File: config.mk
export PLATFORM = sky130hd
export DESIGN_NAME = pix_xfer_engine
export DESIGN_NICKNAME = d
export VERILOG_FILES = /design/src/rtl/xfer_pkg.sv /design/src/rtl/xfer_offset.sv /design/src/rtl/xfer_avg.sv /design/src/rtl/xfer_seq.sv /design/src/rtl/pix_xfer_engine.sv
export SDC_FILE = /design/constraint.sdc
export NUM_CORES = 2
export LEC_CHECK = 0
export ABC_AREA = 0
export BUFFER_PORTS_ARGS = -buffer_cell sky130_fd_sc_hd__buf_2
export CAP_MARGIN = 10
export CORE_ASPECT_RATIO = 0.8
export CORE_UTILIZATION = 30
export CTS_CLUSTER_SIZE = 30
export DETAILED_ROUTE_END_ITERATION = 16
export PLACE_DENSITY = 0.53
export SLEW_MARGIN = 30
export SYNTH_ARGS = -nofsm -noshare
export SYNTH_HDL_FRONTEND = slang
export SYNTH_SLANG_ARGS = --single-unit
File: constraint.sdc
create_clock -name clk -period 23.1 [get_ports clk]
set_clock_uncertainty 0.2 [all_clocks]
set_input_delay 1.155 -clock clk [delete_from_list [all_inputs] [get_ports clk]]
set_output_delay 1.155 -clock clk [all_outputs]
set_load 0.05 [all_outputs]
File: src/rtl/xfer_pkg.sv
package xfer_pkg;

  localparam int PIX_W  = 32;
  localparam int CH_W   = 8;
  localparam int NCH    = PIX_W / CH_W;
  localparam int BPP    = PIX_W / 8;
  localparam int BPP_SH = $clog2(BPP);
  localparam int SUM_W  = CH_W + 2;

  typedef enum logic [1:0] {
    SCL_NONE = 2'd0,
    SCL_X    = 2'd1,
    SCL_XY   = 2'd2,
    SCL_BAD  = 2'd3
  } scale_e;

  typedef enum logic [2:0] {
    ST_IDLE  = 3'd0,
    ST_CHECK = 3'd1,
    ST_READ  = 3'd2,
    ST_DRAIN = 3'd3,
    ST_WRITE = 3'd4
  } seq_st_e;

  // Z-order index of a pixel inside its 8x8 tile
  function automatic logic [5:0] tile_index(input logic [2:0] tx, input logic [2:0] ty);
    return {ty[2], tx[2], ty[1], tx[1], ty[0], tx[0]};
  endfunction

endpackage

File: src/rtl/xfer_offset.sv
module xfer_offset
  import xfer_pkg::*;
#(
  parameter int DIM_W  = 12,
  parameter int ADDR_W = 32
) (
  input  logic [DIM_W-1:0]  px_i,
  input  logic [DIM_W-1:0]  py_i,
  input  logic [DIM_W-1:0]  stride_i,
  input  logic              tiled_i,
  output logic [ADDR_W-1:0] off_o
);

  logic [ADDR_W-1:0] lin_pix;
  logic [ADDR_W-1:0] tile_pix;
  logic [ADDR_W-1:0] sel_pix;

  always_comb begin
    lin_pix  = ADDR_W'(px_i) + ADDR_W'(py_i) * ADDR_W'(stride_i);
    tile_pix = ADDR_W'(tile_index(px_i[2:0], py_i[2:0]))
             + ADDR_W'({px_i[DIM_W-1:3], 6'b0})
             + ADDR_W'({py_i[DIM_W-1:3], 3'b0}) * ADDR_W'(stride_i);
    sel_pix  = tiled_i ? tile_pix : lin_pix;
    off_o    = sel_pix << BPP_SH;
  end

endmodule

File: src/rtl/xfer_avg.sv
module xfer_avg
  import xfer_pkg::*;
(
  input  logic             clk,
  input  logic             rst_n,
  input  logic             clr_i,
  input  logic             en_i,
  input  logic [PIX_W-1:0] din_i,
  input  logic [1:0]       shift_i,
  output logic [PIX_W-1:0] dout_o
);

  for (genvar ch = 0; ch < NCH; ch++) begin : g_ch
    logic [SUM_W-1:0] sum_q;
    logic [SUM_W-1:0] sum_d;
    logic             sum_ce;

    always_comb begin
      sum_ce = clr_i | en_i;
      if (clr_i) sum_d = '0;
      else       sum_d = sum_q + SUM_W'(din_i[ch*CH_W +: CH_W]);
    end

    always_ff @(posedge clk or negedge rst_n) begin
      if (!rst_n)      sum_q <= '0;
      else if (sum_ce) sum_q <= sum_d;
    end

    assign dout_o[ch*CH_W +: CH_W] = CH_W'(sum_q >> shift_i);

    AST_SUM_BOUND: assert property (@(posedge clk) disable iff (!rst_n)
      sum_q <= SUM_W'(4 * ((1 << CH_W) - 1)));
  end

endmodule

File: src/rtl/xfer_seq.sv
module xfer_seq
  import xfer_pkg::*;
#(
  parameter int DIM_W = 12
) (
  input  logic             clk,
  input  logic             rst_n,
  input  logic             start_i,
  input  logic             cfg_ok_i,
  input  logic [DIM_W-1:0] ow_i,
  input  logic [DIM_W-1:0] oh_i,
  input  logic [2:0]       nrd_i,
  output logic             cfg_load_o,
  output logic [DIM_W-1:0] x_o,
  output logic [DIM_W-1:0] y_o,
  output logic [1:0]       k_o,
  output logic             rd_en_o,
  output logic             acc_clr_o,
  output logic             acc_en_o,
  output logic             wr_en_o,
  output logic             busy_o,
  output logic             done_o,
  output logic             err_o
);

  seq_st_e          st_q, st_d;
  logic [DIM_W-1:0] x_q, x_d, y_q, y_d;
  logic [1:0]       k_q, k_d;
  logic             pend_q;
  logic [2:0]       rdc_q, rdc_d;

  always_comb begin
    st_d       = st_q;
    x_d        = x_q;
    y_d        = y_q;
    k_d        = k_q;
    cfg_load_o = 1'b0;
    rd_en_o    = 1'b0;
    acc_clr_o  = 1'b0;
    wr_en_o    = 1'b0;
    done_o     = 1'b0;
    err_o      = 1'b0;
    unique case (st_q)
      ST_IDLE: begin
        if (start_i) begin
          cfg_load_o = 1'b1;
          st_d       = ST_CHECK;
        end
      end
      ST_CHECK: begin
        acc_clr_o = 1'b1;
        x_d       = '0;
        y_d       = '0;
        k_d       = '0;
        if (cfg_ok_i) st_d = ST_READ;
        else begin
          err_o = 1'b1;
          st_d  = ST_IDLE;
        end
      end
      ST_READ: begin
        rd_en_o = 1'b1;
        k_d     = k_q + 2'd1;
        if (({1'b0, k_q} + 3'd1) == nrd_i) begin
          k_d  = '0;
          st_d = ST_DRAIN;
        end
      end
      ST_DRAIN: st_d = ST_WRITE;
      ST_WRITE: begin
        wr_en_o   = 1'b1;
        acc_clr_o = 1'b1;
        st_d      = ST_READ;
        if (x_q == ow_i - DIM_W'(1)) begin
          x_d = '0;
          if (y_q == oh_i - DIM_W'(1)) begin
            done_o = 1'b1;
            st_d   = ST_IDLE;
          end else begin
            y_d = y_q + DIM_W'(1);
          end
        end else begin
          x_d = x_q + DIM_W'(1);
        end
      end
      default: st_d = ST_IDLE;
    endcase
  end

  always_comb begin
    if (acc_clr_o)    rdc_d = '0;
    else if (rd_en_o) rdc_d = rdc_q + 3'd1;
    else              rdc_d = rdc_q;
  end

  always_ff @(posedge clk or negedge rst_n) begin
    if (!rst_n) begin
      st_q   <= ST_IDLE;
      x_q    <= '0;
      y_q    <= '0;
      k_q    <= '0;
      pend_q <= 1'b0;
      rdc_q  <= '0;
    end else begin
      st_q   <= st_d;
      x_q    <= x_d;
      y_q    <= y_d;
      k_q    <= k_d;
      pend_q <= rd_en_o;
      rdc_q  <= rdc_d;
    end
  end

  assign x_o      = x_q;
  assign y_o      = y_q;
  assign k_o      = k_q;
  assign acc_en_o = pend_q;
  assign busy_o   = (st_q != ST_IDLE);

  AST_COORD_RANGE: assert property (@(posedge clk) disable iff (!rst_n)
    (st_q inside {ST_READ, ST_DRAIN, ST_WRITE}) |-> (x_q < ow_i && y_q < oh_i));
  AST_READS_PER_PIXEL: assert property (@(posedge clk) disable iff (!rst_n)
    wr_en_o |-> (rdc_q == nrd_i));

endmodule

File: src/rtl/pix_xfer_engine.sv
module pix_xfer_engine
  import xfer_pkg::*;
#(
  parameter int DIM_W  = 12,
  parameter int ADDR_W = 32
) (
  input  logic              clk,
  input  logic              rst_n,
  input  logic              start_i,
  input  logic              cfg_lin_in_i,
  input  logic              cfg_keep_i,
  input  logic              cfg_flip_i,
  input  logic [1:0]        cfg_scale_i,
  input  logic [DIM_W-1:0]  cfg_in_w_i,
  input  logic [DIM_W-1:0]  cfg_in_h_i,
  input  logic [DIM_W-1:0]  cfg_out_w_i,
  input  logic [DIM_W-1:0]  cfg_out_h_i,
  input  logic [ADDR_W-1:0] cfg_src_i,
  input  logic [ADDR_W-1:0] cfg_dst_i,
  output logic              busy_o,
  output logic              done_o,
  output logic              err_o,
  output logic              rd_en_o,
  output logic [ADDR_W-1:0] rd_addr_o,
  input  logic [PIX_W-1:0]  rd_data_i,
  output logic              wr_en_o,
  output logic [ADDR_W-1:0] wr_addr_o,
  output logic [PIX_W-1:0]  wr_data_o
);

  // reset: asserted asynchronously, released on the clock
  logic [1:0] rs_q;
  logic       rst_n_s;
  always_ff @(posedge clk or negedge rst_n) begin
    if (!rst_n) rs_q <= '0;
    else        rs_q <= {rs_q[0], 1'b1};
  end
  assign rst_n_s = rs_q[1];

  // captured configuration
  logic              cfg_load;
  logic              lin_q, keep_q, flip_q;
  scale_e            scale_q;
  logic [DIM_W-1:0]  in_w_q, in_h_q, out_w_q, out_h_q;
  logic [ADDR_W-1:0] src_q, dst_q;

  always_ff @(posedge clk or negedge rst_n_s) begin
    if (!rst_n_s) begin
      lin_q   <= 1'b0;
      keep_q  <= 1'b0;
      flip_q  <= 1'b0;
      scale_q <= SCL_NONE;
      in_w_q  <= '0;
      in_h_q  <= '0;
      out_w_q <= '0;
      out_h_q <= '0;
      src_q   <= '0;
      dst_q   <= '0;
    end else if (cfg_load) begin
      lin_q   <= cfg_lin_in_i;
      keep_q  <= cfg_keep_i;
      flip_q  <= cfg_flip_i;
      scale_q <= scale_e'(cfg_scale_i);
      in_w_q  <= cfg_in_w_i;
      in_h_q  <= cfg_in_h_i;
      out_w_q <= cfg_out_w_i;
      out_h_q <= cfg_out_h_i;
      src_q   <= cfg_src_i;
      dst_q   <= cfg_dst_i;
    end
  end

  // derived walk parameters
  logic             hs, vs, cfg_ok;
  logic [DIM_W-1:0] ow_eff, oh_eff;
  logic [2:0]       nrd;
  logic [1:0]       avg_sh;

  always_comb begin
    hs     = (scale_q != SCL_NONE);
    vs     = (scale_q == SCL_XY);
    ow_eff = hs ? (out_w_q >> 1) : out_w_q;
    oh_eff = vs ? (out_h_q >> 1) : out_h_q;
    nrd    = vs ? 3'd4 : (hs ? 3'd2 : 3'd1);
    avg_sh = {vs, hs & ~vs};
    cfg_ok = (in_w_q != '0) && (in_h_q != '0) && (out_w_q != '0) && (out_h_q != '0)
          && (ow_eff != '0) && (oh_eff != '0) && (scale_q != SCL_BAD)
          && !(lin_q && hs);
  end

  // sequencer
  logic [DIM_W-1:0] x, y;
  logic [1:0]       k;
  logic             acc_clr, acc_en;

  xfer_seq #(.DIM_W(DIM_W)) u_seq (
    .clk       (clk),
    .rst_n     (rst_n_s),
    .start_i   (start_i),
    .cfg_ok_i  (cfg_ok),
    .ow_i      (ow_eff),
    .oh_i      (oh_eff),
    .nrd_i     (nrd),
    .cfg_load_o(cfg_load),
    .x_o       (x),
    .y_o       (y),
    .k_o       (k),
    .rd_en_o   (rd_en_o),
    .acc_clr_o (acc_clr),
    .acc_en_o  (acc_en),
    .wr_en_o   (wr_en_o),
    .busy_o    (busy_o),
    .done_o    (done_o),
    .err_o     (err_o)
  );

  // coordinates
  logic [DIM_W-1:0] ix, iy, oy;
  always_comb begin
    ix = hs ? {x[DIM_W-2:0], 1'b0} : x;
    iy = vs ? {y[DIM_W-2:0], 1'b0} : y;
    oy = flip_q ? (oh_eff - DIM_W'(1) - y) : y;
  end

  // offsets
  logic [ADDR_W-1:0] src_off, dst_off;

  xfer_offset #(.DIM_W(DIM_W), .ADDR_W(ADDR_W)) u_src_off (
    .px_i    (ix),
    .py_i    (iy),
    .stride_i(in_w_q),
    .tiled_i (~lin_q),
    .off_o   (src_off)
  );

  xfer_offset #(.DIM_W(DIM_W), .ADDR_W(ADDR_W)) u_dst_off (
    .px_i    (x),
    .py_i    (oy),
    .stride_i(ow_eff),
    .tiled_i (lin_q ^ keep_q),
    .off_o   (dst_off)
  );

  assign rd_addr_o = src_q + src_off + ADDR_W'({k, 2'b00});
  assign wr_addr_o = dst_q + dst_off;

  // channel averaging
  xfer_avg u_avg (
    .clk    (clk),
    .rst_n  (rst_n_s),
    .clr_i  (acc_clr),
    .en_i   (acc_en),
    .din_i  (rd_data_i),
    .shift_i(avg_sh),
    .dout_o (wr_data_o)
  );

  AST_RD_WR_EXCL: assert property (@(posedge clk) disable iff (!rst_n_s)
    !(rd_en_o && wr_en_o));
  AST_DONE_ERR_EXCL: assert property (@(posedge clk) disable iff (!rst_n_s)
    !(done_o && err_o));
  AST_ERR_TO_IDLE: assert property (@(posedge clk) disable iff (!rst_n_s)
    err_o |=> (!busy_o && !rd_en_o && !wr_en_o));
  AST_CFG_HOLD: assert property (@(posedge clk) disable iff (!rst_n_s)
    (busy_o && $past(busy_o)) |-> ($stable(scale_q) && $stable(src_q) && $stable(dst_q)
                                   && $stable(out_w_q) && $stable(lin_q)));

endmodule

==> impl_metrics.ini <==
[run_status]
outcome = complete, no violations

[clock_network]
holdBufCountCts = 0
htree_num_levels = 4
cts_resized = 0
cts_buffers = 17
path_clk_slew_ns = 0.10
clk_path_buf_depth = 2
cts_root_buffer = clkbuf_16
clk_latency_ns = 0.52
cts.sinks = 189
cts_tree = yes
cts_setup_buffers = 0

[critical_path]
r2r_slack_ns = 17.19
cp_max_fo = 37
crit_path_end = wr_addr_o[29]
startpoint_type = flop
reg2reg_depth = 16
worstSetupEndpointType = primary output
worstPathRequired_ns = 21.75
timing.rr.end = u_seq.y_o[7]$_DFFE_PN0P_
cp_slowest_cell = mux2i_2
critPathKind = flop to primary output
arrival_ns = 11.84
startpoint = scale_q[0]$_DFFE_PN0P_
reg2reg_from = scale_q[1]$_DFFE_PN0P_
cpPeakStageDelay_ns = 0.72

[global_route]
use_met1_pct = 27.2
antenna_found_initial = 14
grt_busiest_layer = met1
grt_pass1_wl_um = 144000
use_met3_pct = 3.67
grt_pass1_vias = 24754
grt_max_degree = 68
use_met2_pct = 24.7
track_usage_pct = 17.5
grt-ovfl-total = 0

[finish]
layout-drive-gt1-share_pct = 13.2
syn2layout_area_growth_pct = 11.4
stdcell_count = 5123
finalNetCount = 4592
num-fill-cells = 10785
finish.utilization_pct = 33.8

[die]
die_area_sq_mm = 0.105
initial_core_util_pct = 30.3
core_area_sq_mm = 0.103
die_y_um = 290
rows = 105
io_pins = 253
die_width_um = 363

[sta]
tightest_slew_ns = 0.973
fmax_ghz = 0.0758
rsz0062_at_grt = false
hold_violations = 0
setup_viol_count_final = 0
final.setup.worst_slack_ns = 9.90
fin_tns_setup_ns = 0
layout_min_cycle_time_ns = 13.20
period_share_pct = 57.1
relSlewSlack_pct = 33.5
drv_slew = 0

[place]
port_buffers = 252
routabilityCongestion = 0.910
pre_cts_ws_ns = 10.60
dp_cells = 5086
dpl.hpwl_um = 75400

[job]
drv_cap = 0

[synth]
synth_commonest_cells = inv_1, ha_1, fa_1, nand2_1, nor2_1
synth_top_area_share_pct = 22.6
ys_seq_area_share_pct = 15.2
syn-instance-count = 3522
netlist_top_cells_area = fa_1, dfrtp_1, ha_1, inv_1, mux2_2
synth_flop_cell = dfrtp_1
synth_area_sq_mm = 0.0312
synth-edff-count = 0
synthArstFlopShare_pct = 100
synth_cell_types = 82
postSynthNetCount = 4400
synth_area_leader_cell = fa_1
ys_ff_latch = 189
yosysMostFrequentCell = inv_1
ys_warn_count = 0
syn_avg_cell_area_sq_um = 8.86

[hold_path]
min_path_type = flop to async pin

[routing]
drc = 0
drtAntennaViolNets = 0
wl_per_cell_um = 17.5
wl_um = 89700
avgViaCountPerCell = 4.84
first_pass_iters = 5
drt_iter0_markers = 1649
via_count = 24773
-- worst max-delay path, delay by kind of cell, from the launching register on --
family / cells / cell delay (ns)
mux: 1 / 0.72
flops: 1 / 0.62
compound gates: 13 / 3.23
fa+ha+maj: 8 / 3.22
xor+xnor: 3 / 0.44
buf+inv: 5 / 0.76
simple gates: 12 / 2.22
-- cells by family after synthesis --
| group | share of synthesized area [%] |
|---|---|
| XOR/XNOR | 6.16 |
| other | 0.0120 |
| AND/OR/NAND/NOR | 14.9 |
| AO/OA/AOI/OAI | 11.5 |
| adder cells (fa/ha/maj) | 37.6 |
| multiplexers | 6.72 |
| flip-flops | 15.2 |
| buffers and inverters | 8.01 |
-- state kept, by name, indices dropped and copies added (netlist names), 12 cells and up --
signal	flops
src_q	32
dst_q	32
out_w_q	12
in_w_q	12
out_h_q	12
u_seq.y_o	12
u_seq.x_o	12
u_avg.g_ch.sum_q	40
in_h_q	12
-- area by class of cell --
type / count / area, sq um / area share, %
sequential: 189 / 4740 / 13.6
clock inverter: 15 / 215 / 0.619
timing repair buffer: 287 / 1560 / 4.47
tap: 1391 / 1740 / 5.01
multi-input combinational: 2673 / 24000 / 69.1
inverter: 546 / 2050 / 5.89
antenna: 5 / 12.5 / 0.0360
clock buffer: 17 / 425 / 1.22
-- layer usage --
metal	vias up	part of all wire (%)
met4	22	0.93
met1	12095	52
met5	-	0.16
li1	12009	-
met2	585	41
met3	62	6.3
-- placed cells by master, fill, tap and decap left out, types with 78 or more instances in the layout --
master / instances
inv_1: 543
ha_1: 374
fa_1: 352
nand2_1: 267
nor2_1: 259
buf_2: 252
dfrtp_1: 184
o21ai_0: 164
a21oi_1: 144
xnor2_1: 138
mux2_2: 119
nor2b_1: 92
xor2_1: 78
-- metrics by stage --
stage / instance area, sq um / hold slack, ns
detailed placement: 34100 / 0.0687
global placement: 34000 / 0.0635
CTS: 34700 / 0.0626
global route: 34800 / 0.0747
finish: 34800 / 0.0488
floorplan: 31200 / 0.131
-- worst min-delay path by stage --
stage                                end  depth (start not counted)
detailed placement  dst_q[3]$_DFFE_PN0P_                          0
CTS                 src_q[1]$_DFFE_PN0P_                          0
global placement    dst_q[4]$_DFFE_PN0P_                          0
global route        src_q[1]$_DFFE_PN0P_                          0
floorplan              rs_q[1]$_DFF_PN0_                          0
finish              src_q[1]$_DFFE_PN0P_                          0
Power is not shown: default switching activity piles up to over one toggle a cycle in this logic, so the estimate is an artifact.
